$ cat src/rtl/esr_pkg.sv
package esr_pkg;
   localparam int REG_W      = 32;
   localparam int CH_STRIDE  = 10;
   localparam int CNT_STRIDE = 8;
   localparam int GPF_BIT    = 3;
   localparam int WAKE_BIT   = 31;
   localparam logic [3:0] A_STATUS = 4'd0;
   localparam logic [3:0] A_CTRL   = 4'd1;
   localparam logic [3:0] A_COUNTS = 4'd2;
   localparam logic [3:0] A_FIRST0 = 4'd4;
   localparam logic [3:0] A_LAST0  = 4'd8;

   typedef enum logic [1:0] {
      MODE_OFF  = 2'd0,
      MODE_SLOW = 2'd1,
      MODE_MID  = 2'd2,
      MODE_FAST = 2'd3
   } mode_e;

   // packed MSB first: en(3) pol(2) autoclr(1) inten(0)
   typedef struct packed {
      logic en;
      logic pol;
      logic autoclr;
      logic inten;
   } chan_ctl_t;

   function automatic logic [REG_W-1:0] ctl_mask(input int nch);
      logic [REG_W-1:0] m;
      m = '0;
      for (int c = 0; c < nch; c++) m[CH_STRIDE*c +: 4] = 4'hF;
      m[31:30] = 2'b11;
      return m;
   endfunction
endpackage

$ cat src/rtl/esr_tick_gen.sv
module esr_tick_gen
   import esr_pkg::*;
#(
   parameter int DIV_SLOW = 2048,
   parameter int DIV_MID  = 512,
   parameter int DIV_FAST = 33
) (
   input  logic  clk,
   input  logic  rst_n,
   input  logic  ref_en,
   input  mode_e mode,
   input  logic  restart,
   output logic  tick
);
   localparam int MAXD = (DIV_SLOW > DIV_MID) ? ((DIV_SLOW > DIV_FAST) ? DIV_SLOW : DIV_FAST)
                                              : ((DIV_MID > DIV_FAST) ? DIV_MID : DIV_FAST);
   localparam int CW = $clog2(MAXD + 1);

   if (DIV_SLOW < 2 || DIV_MID < 2 || DIV_FAST < 2) begin : g_bad_div
      $error("esr_tick_gen: every divider ratio must be at least 2");
   end

   logic [CW-1:0] cnt, lim;

   always_comb begin
      case (mode)
         MODE_SLOW: lim = CW'(DIV_SLOW - 1);
         MODE_MID:  lim = CW'(DIV_MID - 1);
         MODE_FAST: lim = CW'(DIV_FAST - 1);
         default:   lim = '0;
      endcase
   end

   assign tick = ref_en && (mode != MODE_OFF) && (cnt == lim);

   always_ff @(posedge clk) begin
      if (!rst_n)                          cnt <= '0;
      else if (restart || mode == MODE_OFF) cnt <= '0;
      else if (ref_en)                     cnt <= tick ? '0 : cnt + 1'b1;
   end
endmodule

$ cat src/rtl/esr_channel.sv
module esr_channel
   import esr_pkg::*;
#(
   parameter int STAMP_W     = 26,
   parameter int CNT_W       = 3,
   parameter int SYNC_STAGES = 2
) (
   input  logic               clk,
   input  logic               rst_n,
   input  logic               ev_pin,
   input  logic               tick,
   input  chan_ctl_t          ctl,
   input  logic               clear,
   input  logic [STAMP_W-1:0] stamp_in,
   output logic               evt,
   output logic               flag,
   output logic [CNT_W-1:0]   cnt,
   output logic [STAMP_W-1:0] first,
   output logic [STAMP_W-1:0] last
);
   localparam logic [CNT_W-1:0] CNT_MAX = '1;

   logic [SYNC_STAGES-1:0] sr;
   logic lvl, prev;

   if (SYNC_STAGES < 2) begin : g_bad_sync
      $error("esr_channel: at least two synchronizer stages are required");
   end else begin : g_sync
      always_ff @(posedge clk) begin
         if (!rst_n) sr <= '0;
         else        sr <= {sr[SYNC_STAGES-2:0], ev_pin};
      end
   end
   assign lvl = sr[SYNC_STAGES-1];

   always_ff @(posedge clk) begin
      if (!rst_n)    prev <= 1'b0;
      else if (tick) prev <= lvl;
   end

   assign evt = tick && ctl.en && (prev != ctl.pol) && (lvl == ctl.pol);

   always_ff @(posedge clk) begin
      if (!rst_n) begin
         cnt <= '0; first <= '0; last <= '0; flag <= 1'b0;
      end else if (evt) begin
         flag <= 1'b1;
         last <= stamp_in;
         if (clear || cnt == '0) begin
            cnt   <= CNT_W'(1);
            first <= stamp_in;
         end else if (cnt != CNT_MAX) begin
            cnt <= cnt + 1'b1;
         end
      end else if (clear) begin
         cnt <= '0; first <= '0; last <= '0; flag <= 1'b0;
      end
   end
endmodule

$ cat src/rtl/event_stamp_recorder.sv
module event_stamp_recorder
   import esr_pkg::*;
#(
   parameter int NCH         = 3,
   parameter int STAMP_W     = 26,
   parameter int CNT_W       = 3,
   parameter int SYNC_STAGES = 2,
   parameter int DIV_SLOW    = 2048,
   parameter int DIV_MID     = 512,
   parameter int DIV_FAST    = 33
) (
   input  logic               clk,
   input  logic               rst_n,
   input  logic               ref_en,
   input  logic [NCH-1:0]     ev_pin,
   input  logic [STAMP_W-1:0] cal_stamp,
   input  logic               reg_we,
   input  logic [3:0]         reg_addr,
   input  logic [31:0]        reg_wdata,
   output logic [31:0]        reg_rdata,
   output logic               wake_req,
   output logic               gp_clear
);
   localparam logic [REG_W-1:0] CTL_MASK = ctl_mask(NCH);

   if (NCH < 1 || NCH > 3) begin : g_bad_nch
      $error("event_stamp_recorder: NCH must be 1 to 3");
   end
   if (STAMP_W > REG_W || CNT_W > CNT_STRIDE) begin : g_bad_w
      $error("event_stamp_recorder: field widths exceed register layout");
   end

   logic [REG_W-1:0]              ctl_q;
   mode_e                         mode;
   logic                          restart, tick, gpf_q;
   logic [NCH-1:0]                evt, flag, clr, ac_hit;
   chan_ctl_t                     cctl [NCH];
   logic [NCH-1:0][CNT_W-1:0]     cnt_s;
   logic [NCH-1:0][STAMP_W-1:0]   first_s, last_s;

   wire wr_ctrl = reg_we && (reg_addr == A_CTRL);
   wire wr_stat = reg_we && (reg_addr == A_STATUS);

   assign mode    = mode_e'(ctl_q[31:30]);
   assign restart = wr_ctrl && (reg_wdata[31:30] != ctl_q[31:30]);

   always_ff @(posedge clk) begin
      if (!rst_n)       ctl_q <= '0;
      else if (wr_ctrl) ctl_q <= reg_wdata & CTL_MASK;
   end

   esr_tick_gen #(.DIV_SLOW(DIV_SLOW), .DIV_MID(DIV_MID), .DIV_FAST(DIV_FAST)) u_tick (
      .clk(clk), .rst_n(rst_n), .ref_en(ref_en), .mode(mode), .restart(restart), .tick(tick)
   );

   for (genvar c = 0; c < NCH; c++) begin : g_ch
      assign cctl[c]   = chan_ctl_t'(ctl_q[CH_STRIDE*c +: 4]);
      assign clr[c]    = wr_stat && reg_wdata[c];
      assign ac_hit[c] = evt[c] && cctl[c].autoclr;
      esr_channel #(.STAMP_W(STAMP_W), .CNT_W(CNT_W), .SYNC_STAGES(SYNC_STAGES)) u_ch (
         .clk(clk), .rst_n(rst_n), .ev_pin(ev_pin[c]), .tick(tick), .ctl(cctl[c]),
         .clear(clr[c]), .stamp_in(cal_stamp), .evt(evt[c]), .flag(flag[c]),
         .cnt(cnt_s[c]), .first(first_s[c]), .last(last_s[c])
      );
   end

   always_ff @(posedge clk) begin
      if (!rst_n) begin
         gpf_q    <= 1'b0;
         gp_clear <= 1'b0;
      end else begin
         gp_clear <= |ac_hit;
         if (|ac_hit)                         gpf_q <= 1'b1;
         else if (wr_stat && reg_wdata[GPF_BIT]) gpf_q <= 1'b0;
      end
   end

   always_comb begin
      wake_req = 1'b0;
      for (int c = 0; c < NCH; c++) wake_req |= flag[c] & cctl[c].inten;
   end

   always_comb begin
      reg_rdata = '0;
      if (reg_addr == A_STATUS) begin
         reg_rdata[NCH-1:0] = flag;
         reg_rdata[GPF_BIT] = gpf_q;
         reg_rdata[WAKE_BIT] = wake_req;
      end else if (reg_addr == A_CTRL) begin
         reg_rdata = ctl_q;
      end else if (reg_addr == A_COUNTS) begin
         for (int c = 0; c < NCH; c++) reg_rdata[CNT_STRIDE*c +: CNT_W] = cnt_s[c];
      end else begin
         for (int c = 0; c < NCH; c++) begin
            if (reg_addr == 4'(A_FIRST0 + c)) reg_rdata[STAMP_W-1:0] = first_s[c];
            if (reg_addr == 4'(A_LAST0 + c))  reg_rdata[STAMP_W-1:0] = last_s[c];
         end
      end
   end
endmodule

$ cat config.mk
export PLATFORM = sky130hd
export DESIGN_NAME = event_stamp_recorder
export DESIGN_NICKNAME = d
export VERILOG_FILES = /design/src/rtl/esr_pkg.sv /design/src/rtl/esr_tick_gen.sv /design/src/rtl/esr_channel.sv /design/src/rtl/event_stamp_recorder.sv
export SDC_FILE = /design/constraint.sdc
export NUM_CORES = 1
export LEC_CHECK = 0
export BUFFER_PORTS_ARGS = -buffer_cell sky130_fd_sc_hd__buf_2
export CORE_UTILIZATION = 55
export CTS_CLUSTER_DIAMETER = 200
export DETAILED_ROUTE_END_ITERATION = 8
export PLACE_DENSITY = 0.75
export SLEW_MARGIN = 20
export SYNTH_ARGS = -nofsm -noshare
export SYNTH_HDL_FRONTEND = slang
export SYNTH_HIERARCHICAL = 1
export SYNTH_SLANG_ARGS = --single-unit
$ cat constraint.sdc
create_clock -name clk -period 8.3 [get_ports clk]
set_input_delay 0.83 -clock clk [delete_from_list [all_inputs] [get_ports clk]]
set_output_delay 0.83 -clock clk [all_outputs]
set_load 0.01 [all_outputs]
Yosys cells after proc, flatten, opt, wreduce, memory -nomap -nowiden
Cells that the tools add are included.
{"block": "word_totals", "wordCells": 154, "out_inout_bits": 34, "regBits": 205}
{"block": "classes", "addsub": 4, "reduce_logical": 43, "muxes": 51, "eq_ne": 28, "bitwise_logic": 6}
{"cell": "$mux W26", "n": 19}
{"cell": "$mux W3", "n": 15}
{"cell": "$pmux W11 S3", "n": 1}
{"cell": "$mux W27", "n": 1}
{"cell": "$logic_and A1 B1 Y1", "n": 21}
{"cell": "$ne A3 B3 Y1 const B", "n": 6}
{"cell": "$add A12 B1 Y12 const B", "n": 1}
{"cell": "$eq A12 B11 Y1", "n": 1}
{"cell": "$eq A4 B3 Y1 const B", "n": 3}
{"cell": "$eq A4 B4 Y1 const B", "n": 3}
{"cell": "$mux W12", "n": 1}
{"cell": "$reduce_and A2 Y1", "n": 6}
{"cell": "$mux W5", "n": 2}
{"cell": "$reduce_bool A2 Y1", "n": 5}
{"cell": "$add A3 B1 Y3 const B", "n": 3}
{"cell": "$logic_not A3 Y1", "n": 3}
{"cell": "$mux W1", "n": 9}
{"cell": "$mux W7", "n": 1}
{"cell": "$mux W6", "n": 1}
{"cell": "$ne A2 B2 Y1 const B", "n": 3}
{"cell": "$eq A2 B2 Y1 const B", "n": 2}
{"cell": "$eq A4 B1 Y1 const B", "n": 1}
{"cell": "$eq A4 B2 Y1 const B", "n": 1}
{"cell": "$logic_not A4 Y1", "n": 1}
{"cell": "12 further kinds", "n": 22}

Depth between registers and ports, before layout
Gate-level depths: netlist of run 1.
{"block": "logic_depth", "depth_word": 10, "ltp_mapped": 12}

Cells and area by module
The synthesis of run 1 kept the hierarchy.
{"module": "esr_channel", "area_per_inst_um2": 2418.6, "instances": 3, "seq_area_each_um2": 1181.1, "cells_per_inst": 272}
{"module": "event_stamp_recorder", "area_per_inst_um2": 2581.2, "instances": 1, "seq_area_each_um2": 320.3, "cells_per_inst": 411}
{"module": "esr_tick_gen", "area_per_inst_um2": 646.9, "instances": 1, "seq_area_each_um2": 240.2, "cells_per_inst": 75}

Worst setup path before layout of run 1
No wires, ideal clock.
{"block": "synth_timing", "path_type": "input port to flip-flop", "from": "in ref_en", "to": "reg g_ch[0].u_ch.first[10]", "setup_slack_ps": 4834, "stages": 8, "arrival_ps": 3345, "required_ps": 8179, "n_path_buf": 2, "setup_ps": 121, "cell_sequence": "clkbuf_1 nand4bb_1 a221o_1 nor3_1 o211ai_4 nor2_2 buf_6 o22ai_1"}
{"block": "synth_between", "elab_chain_len": 7}
{"element": "start, declared", "line_no": "event_stamp_recorder.sv:14", "rtl": "input logic ref_en,"}
{"element": "$logic_and A1 B1 Y1 * (2 in series)", "line_no": "esr_tick_gen.sv:34", "rtl": "assign tick = ref_en && (mode != MODE_OFF) && (cnt == lim);"}
{"element": "net tick", "line_no": "event_stamp_recorder.sv:35", "rtl": "logic restart, tick, gpf_q;"}
{"element": "$logic_and A1 B1 Y1 * (3 in series)", "line_no": "esr_channel.sv:41", "rtl": "assign evt = tick && ctl.en && (prev != ctl.pol) && (lvl == ctl.pol);"}
{"element": "$ne A2 B2 Y1 (no source line) or $reduce_bool A2 Y1 (tied branches)"}
{"element": "$reduce_and A2 Y1 (no source line)"}
{"element": "end signal, assigned", "line_no": "esr_channel.sv:51", "rtl": "first <= stamp_in;"}
{"element": "end, declared", "line_no": "esr_channel.sv:18", "rtl": "output logic [STAMP_W-1:0] first,"}
Mark *: on every way through the listed nets, which the timed path passes. The rest lies on a longest branch.
A chain may end at the register's enable or synchronous reset.

Worst setup path after layout of run 1
{"block": "layout_timing", "from": "in reg_addr[2]", "to": "out reg_rdata[0]"}
{"block": "layout_between", "elab_chain_len": 10}
{"element": "start, declared", "line_no": "event_stamp_recorder.sv:18", "rtl": "input logic [3:0] reg_addr,"}
{"element": "$eq A4 B3 Y1", "line_no": "event_stamp_recorder.sv:95", "rtl": "if (reg_addr == 4'(A_FIRST0 + c)) reg_rdata[STAMP_W-1:0] = first_s[c];"}
{"element": "$mux W26", "line_no": "event_stamp_recorder.sv:95"}
{"element": "$mux W26", "line_no": "event_stamp_recorder.sv:96", "rtl": "if (reg_addr == 4'(A_LAST0 + c)) reg_rdata[STAMP_W-1:0] = last_s[c];"}
{"element": "$mux W26", "line_no": "event_stamp_recorder.sv:95"}
{"element": "$mux W26", "line_no": "event_stamp_recorder.sv:96"}
{"element": "$mux W26", "line_no": "event_stamp_recorder.sv:95"}
{"element": "$mux W26", "line_no": "event_stamp_recorder.sv:96"}
{"element": "$mux W3", "line_no": "event_stamp_recorder.sv:91", "rtl": "end else if (reg_addr == A_COUNTS) begin"}
{"element": "$mux W26", "line_no": "event_stamp_recorder.sv:89", "rtl": "end else if (reg_addr == A_CTRL) begin"}
{"element": "$mux W4 *", "line_no": "event_stamp_recorder.sv:85", "rtl": "if (reg_addr == A_STATUS) begin"}
{"element": "end, declared", "line_no": "event_stamp_recorder.sv:20", "rtl": "output logic [31:0] reg_rdata,"}
Mark *: on every way between the ends. The rest lies on a longest branch, timed or not.

==> results of run 1 <==
## kinds of logic (layout without fill, tap and decap cells)
kind of cell / after synthesis / after routing / synth area share (%)
other: 1 / 5 / 0.0358
buffers and inverters: 140 / 153 / 7.82
DFF: 205 / 205 / 39.1
xor gates and xnor gates: 13 / 13 / 1.09
muxes: 13 / 13 / 1.24
adders and majority gates: 12 / 12 / 1.43
and+or+nand+nor: 530 / 530 / 23.9
AOI/OAI and AO/OA: 388 / 388 / 25.4
## through the flow
stage                     instance area, sq um  power [mW]  setup WS [ns]  std cells  hold WS, ns
after global placement                   10600        1.16           3.99       1514        0.416
after global routing                     11300        2.17           3.84       1552        0.452
after CTS                                11300        2.11           4.01       1552        0.437
final                                    11300        2.11           3.85       1553        0.436
after floorplan                          10500        1.10           4.83       1305        0.412
after detailed placement                 10600        1.16           4.02       1514        0.423
## registers in the layout (all words and copies together) (netlist names)
| register | flops |
|---|---|
| u_tick/cnt | 12 |
| g_ch.u_ch/last | 78 |
| ctl_q | 14 |
| gp_clear | 1 |
| g_ch.u_ch/cnt | 9 |
| g_ch.u_ch/sr | 6 |
| gpf_q | 1 |
| g_ch.u_ch/first | 78 |
| g_ch.u_ch/prev | 3 |
| g_ch.u_ch/flag | 3 |
## cell usage in the layout, fill, tap and decap left out, drive strengths merged, types with 16 or more instances in the layout
master / n
a21oi: 50
buf: 94
o21ai: 71
dfxtp: 205
o22ai: 81
nand2: 233
nor2b: 16
nor2: 45
a21boi: 98
inv: 19
nand3: 172
clkbuf: 32
## power groups by stage
stage          clock network, mW  registers, mW  logic, mW
6_report                   0.966          0.988      0.152
5_1_grt                     1.02          0.988      0.163
4_1_cts                    0.973          0.988      0.148
3_5_place_dp                   0           1.01      0.147
3_3_place_gp                   0           1.01      0.146
2_1_floorplan                  0           1.01     0.0924
## area by class of cell
type / count / area [sq um] / share of cell area, %
well taps: 234 / 293 / 2.59
diodes: 1 / 2.50 / 0.0221
repair buffers: 94 / 515 / 4.56
inverters: 21 / 88.8 / 0.786
clock buffers: 32 / 639 / 5.66
multi-input cells: 960 / 5600 / 49.6
clock inverters: 6 / 60.1 / 0.531
flip-flops and latches: 205 / 4100 / 36.3
## metal layers
metal / share of wire (%) / vias to the layer above
met4: 3.3 / 4
met1: 42 / 4822
met3: 11 / 90
met5: 0.074 / -
li1: - / 4659
met2: 44 / 618
## worst max path at each step
stage                 from                     end  slack [ns]
6_report       reg_addr[2]            reg_rdata[0]        3.85
5_1_grt        reg_addr[3]            reg_rdata[0]        3.84
4_1_cts        reg_addr[3]            reg_rdata[0]        4.01
3_5_place_dp   reg_addr[2]            reg_rdata[0]        4.02
3_3_place_gp   reg_addr[3]            reg_rdata[0]        3.99
2_1_floorplan       ref_en  g_ch[0].u_ch/first[10]        4.83
==> impl_metrics.toml, run 1 <==
[status]
status = "finished, final reports clean"

[power_and_ir_drop]
seqPwrFrac_pct = 46.9
p_leak_nw = 4.10
swShare_pct = 24.2
powerDensity_mw_per_mm2 = 186
p_clk_share_pct = 45.9
comb_power_share_pct = 7.2
switchingPower_mw = 0.509
ir_drop_mv = 0.172
p_int_mw = 1.60

[critical_path]
cp.depth = 8
crit_chain = "buf_2 -> buf_4 -> nor2b_4 -> buf_4 -> a221oi_1 -> or4_1 -> a31oi_1 -> buf_2"
r2r_start = "ctl_q[31]"
critical_path_class = "in2out"
crit_path_max_fanout = 35
required_ns = 7.47
cp_slowest_cell = "nor2b_4"
worstReg2RegEnd = "g_ch[0].u_ch/first[5]"
reg2regPathDepth = 11
rrSetupSlack_ns = 4.60
end_kind = "output pin"
critPathLaunchType = "input port"
cp.arrival_ns = 3.62
path_buf_inv = 4
critPathTopFamily = "simple AND/OR/NAND/NOR gates"
cp_slowest_stage_delay_ns = 0.65

[synth]
synth_top_cell_by_area = "dfxtp_1"
synth.top_cell.area_share_pct = 39.1
yosysWarnings = 6
ys_ff_latch = 205
ys_top_cells_by_area = "dfxtp_1 (39%), nand2_1 (8.3%), nand3_1 (8.2%)"
synthTopCellsByCount = "nand2_1 (233), dfxtp_1 (205), nand3_1 (172)"
ys_types = 62
syn_inst = 1302
syn_area_sq_mm = 0.0105
syn_area_per_cell_sq_um = 8.05
ys.flop_type = "dfxtp_1"
yosysMostFrequentCell = "nand2_1"
synthArstFlopShare_pct = 0
synth_seq_area_share_pct = 39.1
synth_edf_count = 0

[min_path]
hold_depth = 1
hold_start = "g_ch[2].u_ch/sr[0]"
hold_end = "g_ch[2].u_ch/sr[1]"
hp-class = "reg2reg"

[final_layout]
drive_gt1_share_pct = 11.6
fillers = 1719
syn_to_final_growth_pct = 7.83
fin_util_pct = 60.4
nets = 1386

[global_routing]
busiest_layer = "met2"
use_met2_pct = 52.1
grt_max_degree = 146
grt_pass1_wl_microns = 51800
use_met1_pct = 45.6
gr-total-overflow = 0
antenna_found_initial = 2
grt_usage_pct = 33.3
grt_pass1_vias = 9391
gr-usage-met3_pct = 6.50

[route]
firstDrtPassIters = 6
via_per_inst = 6.56
vias = 10200
drc_errors = 0
routedWlPerCell_microns = 21.0
first_iter_violations = 1172
drt_wl_total_microns = 32600
ant_nets = 0

[sta]
min_period_over_period_pct = 53.6
fmax_mhz = 225
fin_skew_ns = 0.0113
max_slew_margin_pct = 23.0
worst_pin_slew_ns = 1.15
post-route-min-period_ns = 4.45
finalSetupTns_ns = 0
rsz0062_at_grt = "no"
final_hold_viol_count = 0
maxSlewViolCount = 0
setup_viol_count_final = 0

[clocking]
clock_tree.root_cell = "clkbuf_16"
clk_latency_ns = 0.51
cts_tree = "built"
cts_hold_buf = 0
clk_pin_slew_ns = 0.06
post_cts_buffers = 0
clockBufferDepth = 3
ctsHtreeMaxLevel = 1
numCtsBuffers = 23
clock-sinks = 205
post_cts_resized = 0

[placement]
routabilityCongestion = 0.922
portBuffers = 80
dp_hpwl_microns = 18400

[die]
boundaryPins = 103
dieHeight_microns = 140
die_area_sq_mm = 0.0196
fp-row-count = 50
initial_utilization_pct = 56.0
core_area_sq_mm = 0.0187
die_w_microns = 140

[job]
drv_cap = 0
(Power assumes the default switching activity.)
==> run 2: changes to the inputs <==
Settings changed: CORE_UTILIZATION 55 to 54, PLACE_DENSITY 0.75 to 0.77.
Clock period 8.3 ns to 3.98 ns, I/O delays scaled along.
==> run 2 against run 1 <==
Power grew 110%. Non-clock buffer count grew 13. Combinational power grew 120%. Wire length shrank 1.2%. Clock-buffer cell count grew 1.
==> impl_metrics.toml, run 2 (synthesis results as in run 1) <==
[clocking]
cts_hold_buf = 0
cts_tree = "built"
post_cts_resized = 0
post_cts_buffers = 0
numCtsBuffers = 22
clk_pin_slew_ns = 0.06
clockBufferDepth = 3
clk_latency_ns = 0.51
clock-sinks = 205
clock_tree.root_cell = "clkbuf_16"
ctsHtreeMaxLevel = 1

[final_layout]
most-common-layout-cells = "nand2_1 (233), dfxtp_1 (205), nand3_1 (172), o22ai_1 (81), buf_2 (79)"
drive_gt1_share_pct = 12.3
mostFrequentLayoutCell = "nand2_1"
seqCellArea_sq_mm = 0.00410
top_regs = "g_ch.u_ch/first x78, g_ch.u_ch/last x78, ctl_q x14"
syn_to_final_growth_pct = 8.95
nets = 1398
fin_util_pct = 60.5
fillers = 1701
insertedDiodeCount = 0
multi_input_area_sq_mm = 0.00560

[power_and_ir_drop]
seqPwrFrac_pct = 47.4
comb_power_share_pct = 7.6
power_mw = 4.35
switchingPower_mw = 1.05
ir_drop_mv = 0.301
p_leak_nw = 4.16
powerDensity_mw_per_mm2 = 381
p_int_mw = 3.30
swShare_pct = 24.2
p_clk_share_pct = 45.0

[sta]
final_hold_viol_count = 0
post-route-min-period_ns = 3.25
worst_pin_slew_ns = 1.14
fmax_mhz = 307
whs_ns = 0.0979
maxSlewViolCount = 0
rsz0062_at_grt = "no"
finalSetupTns_ns = 0
min_period_over_period_pct = 81.8
setup_viol_count_final = 0
max_slew_margin_pct = 23.8
fin_skew_ns = 0.0145

[min_path]
hp-class = "in2reg"

[die]
boundaryPins = 103
die_w_microns = 141
dieHeight_microns = 141
fp-row-count = 50
core_area_sq_mm = 0.0189
die_area_sq_mm = 0.0200
initial_utilization_pct = 55.5

[global_routing]
grt_max_degree = 108
antenna_found_initial = 1
gr-total-overflow = 0
grt_pass1_vias = 9327
grt_usage_pct = 32.1
grt_pass1_wl_microns = 50900

[status]
status = "finished, final reports clean"

[critical_path]
cp.arrival_ns = 3.69
critical_path_class = "reg2reg"
end_kind = "flop"
required_ns = 4.41
critPathLaunchType = "flop"
crit_path_max_fanout = 30

[route]
drc_errors = 0
drt_wl_total_microns = 32200
via_per_inst = 6.38
first_iter_violations = 1102
ant_nets = 0
routedWlPerCell_microns = 20.3
vias = 10100
firstDrtPassIters = 6

[placement]
routabilityCongestion = 0.912
portBuffers = 80
dp_hpwl_microns = 20000

[job]
drv_cap = 0
[run 2: cell type report]
cell class                 count  share of cell area [%]
clock buffer                  33                    5.81
clock inverter                 2                   0.110
inverter                      21                   0.756
multi-input combinational    960                    49.0
sequential                   205                    35.9
tap                          260                    2.85
timing repair buffer         107                    5.55
[run 2: power groups by stage]
| stage | registers (mW) | clock network (mW) | logic [mW] |
|---|---|---|---|
| finish | 2.06 | 1.96 | 0.329 |
| global route | 2.06 | 2.07 | 0.350 |
| CTS | 2.06 | 1.97 | 0.319 |
| detailed placement | 2.11 | 0 | 0.317 |
| global placement | 2.11 | 0 | 0.315 |
| floorplan | 2.10 | 0 | 0.193 |
[run 2: final timing paths]
check	from	to	slack, ns	cells past startpoint
max	ctl_q[31]	g_ch[0].u_ch/first[17]	0.73	10
min	ev_pin[1]	g_ch[1].u_ch/sr[0]	0.1	2
max reg2reg	ctl_q[31]	g_ch[0].u_ch/first[17]	0.73	10
min reg2reg	g_ch[0].u_ch/sr[0]	g_ch[0].u_ch/sr[1]	0.44	1
[run 2: worst max-delay path, stage by stage (launching register included)]
cell      delay [ns]
dfxtp_1         0.41
inv_1           0.10
ha_1            0.19
or3_1           0.31
a221o_1         0.38
nor3_1          0.20
buf_4           0.23
o211ai_4        0.24
inv_4           0.42
o21ai_4         0.38
o22ai_1         0.29
[run 2: metrics by stage]
step | instances | cell area [sq um] | worst slack [ns]
after global placement | 1553 | 10700 | 0.851
final | 1588 | 11400 | 0.726
after floorplan | 1305 | 10500 | 0.799
after detailed placement | 1553 | 10700 | 0.776
after global routing | 1588 | 11400 | 0.584
after CTS | 1588 | 11400 | 0.745
[run 2: layer usage]
metal / global-route usage (%) / vias to the layer above / part of all wire (%)
li1: - / 4674 / -
met1: 44.2 / 4740 / 41
met2: 50.0 / 604 / 44
met3: 5.30 / 106 / 11
met4: 13.4 / 2 / 3.6
met5: 0 / - / 0.040
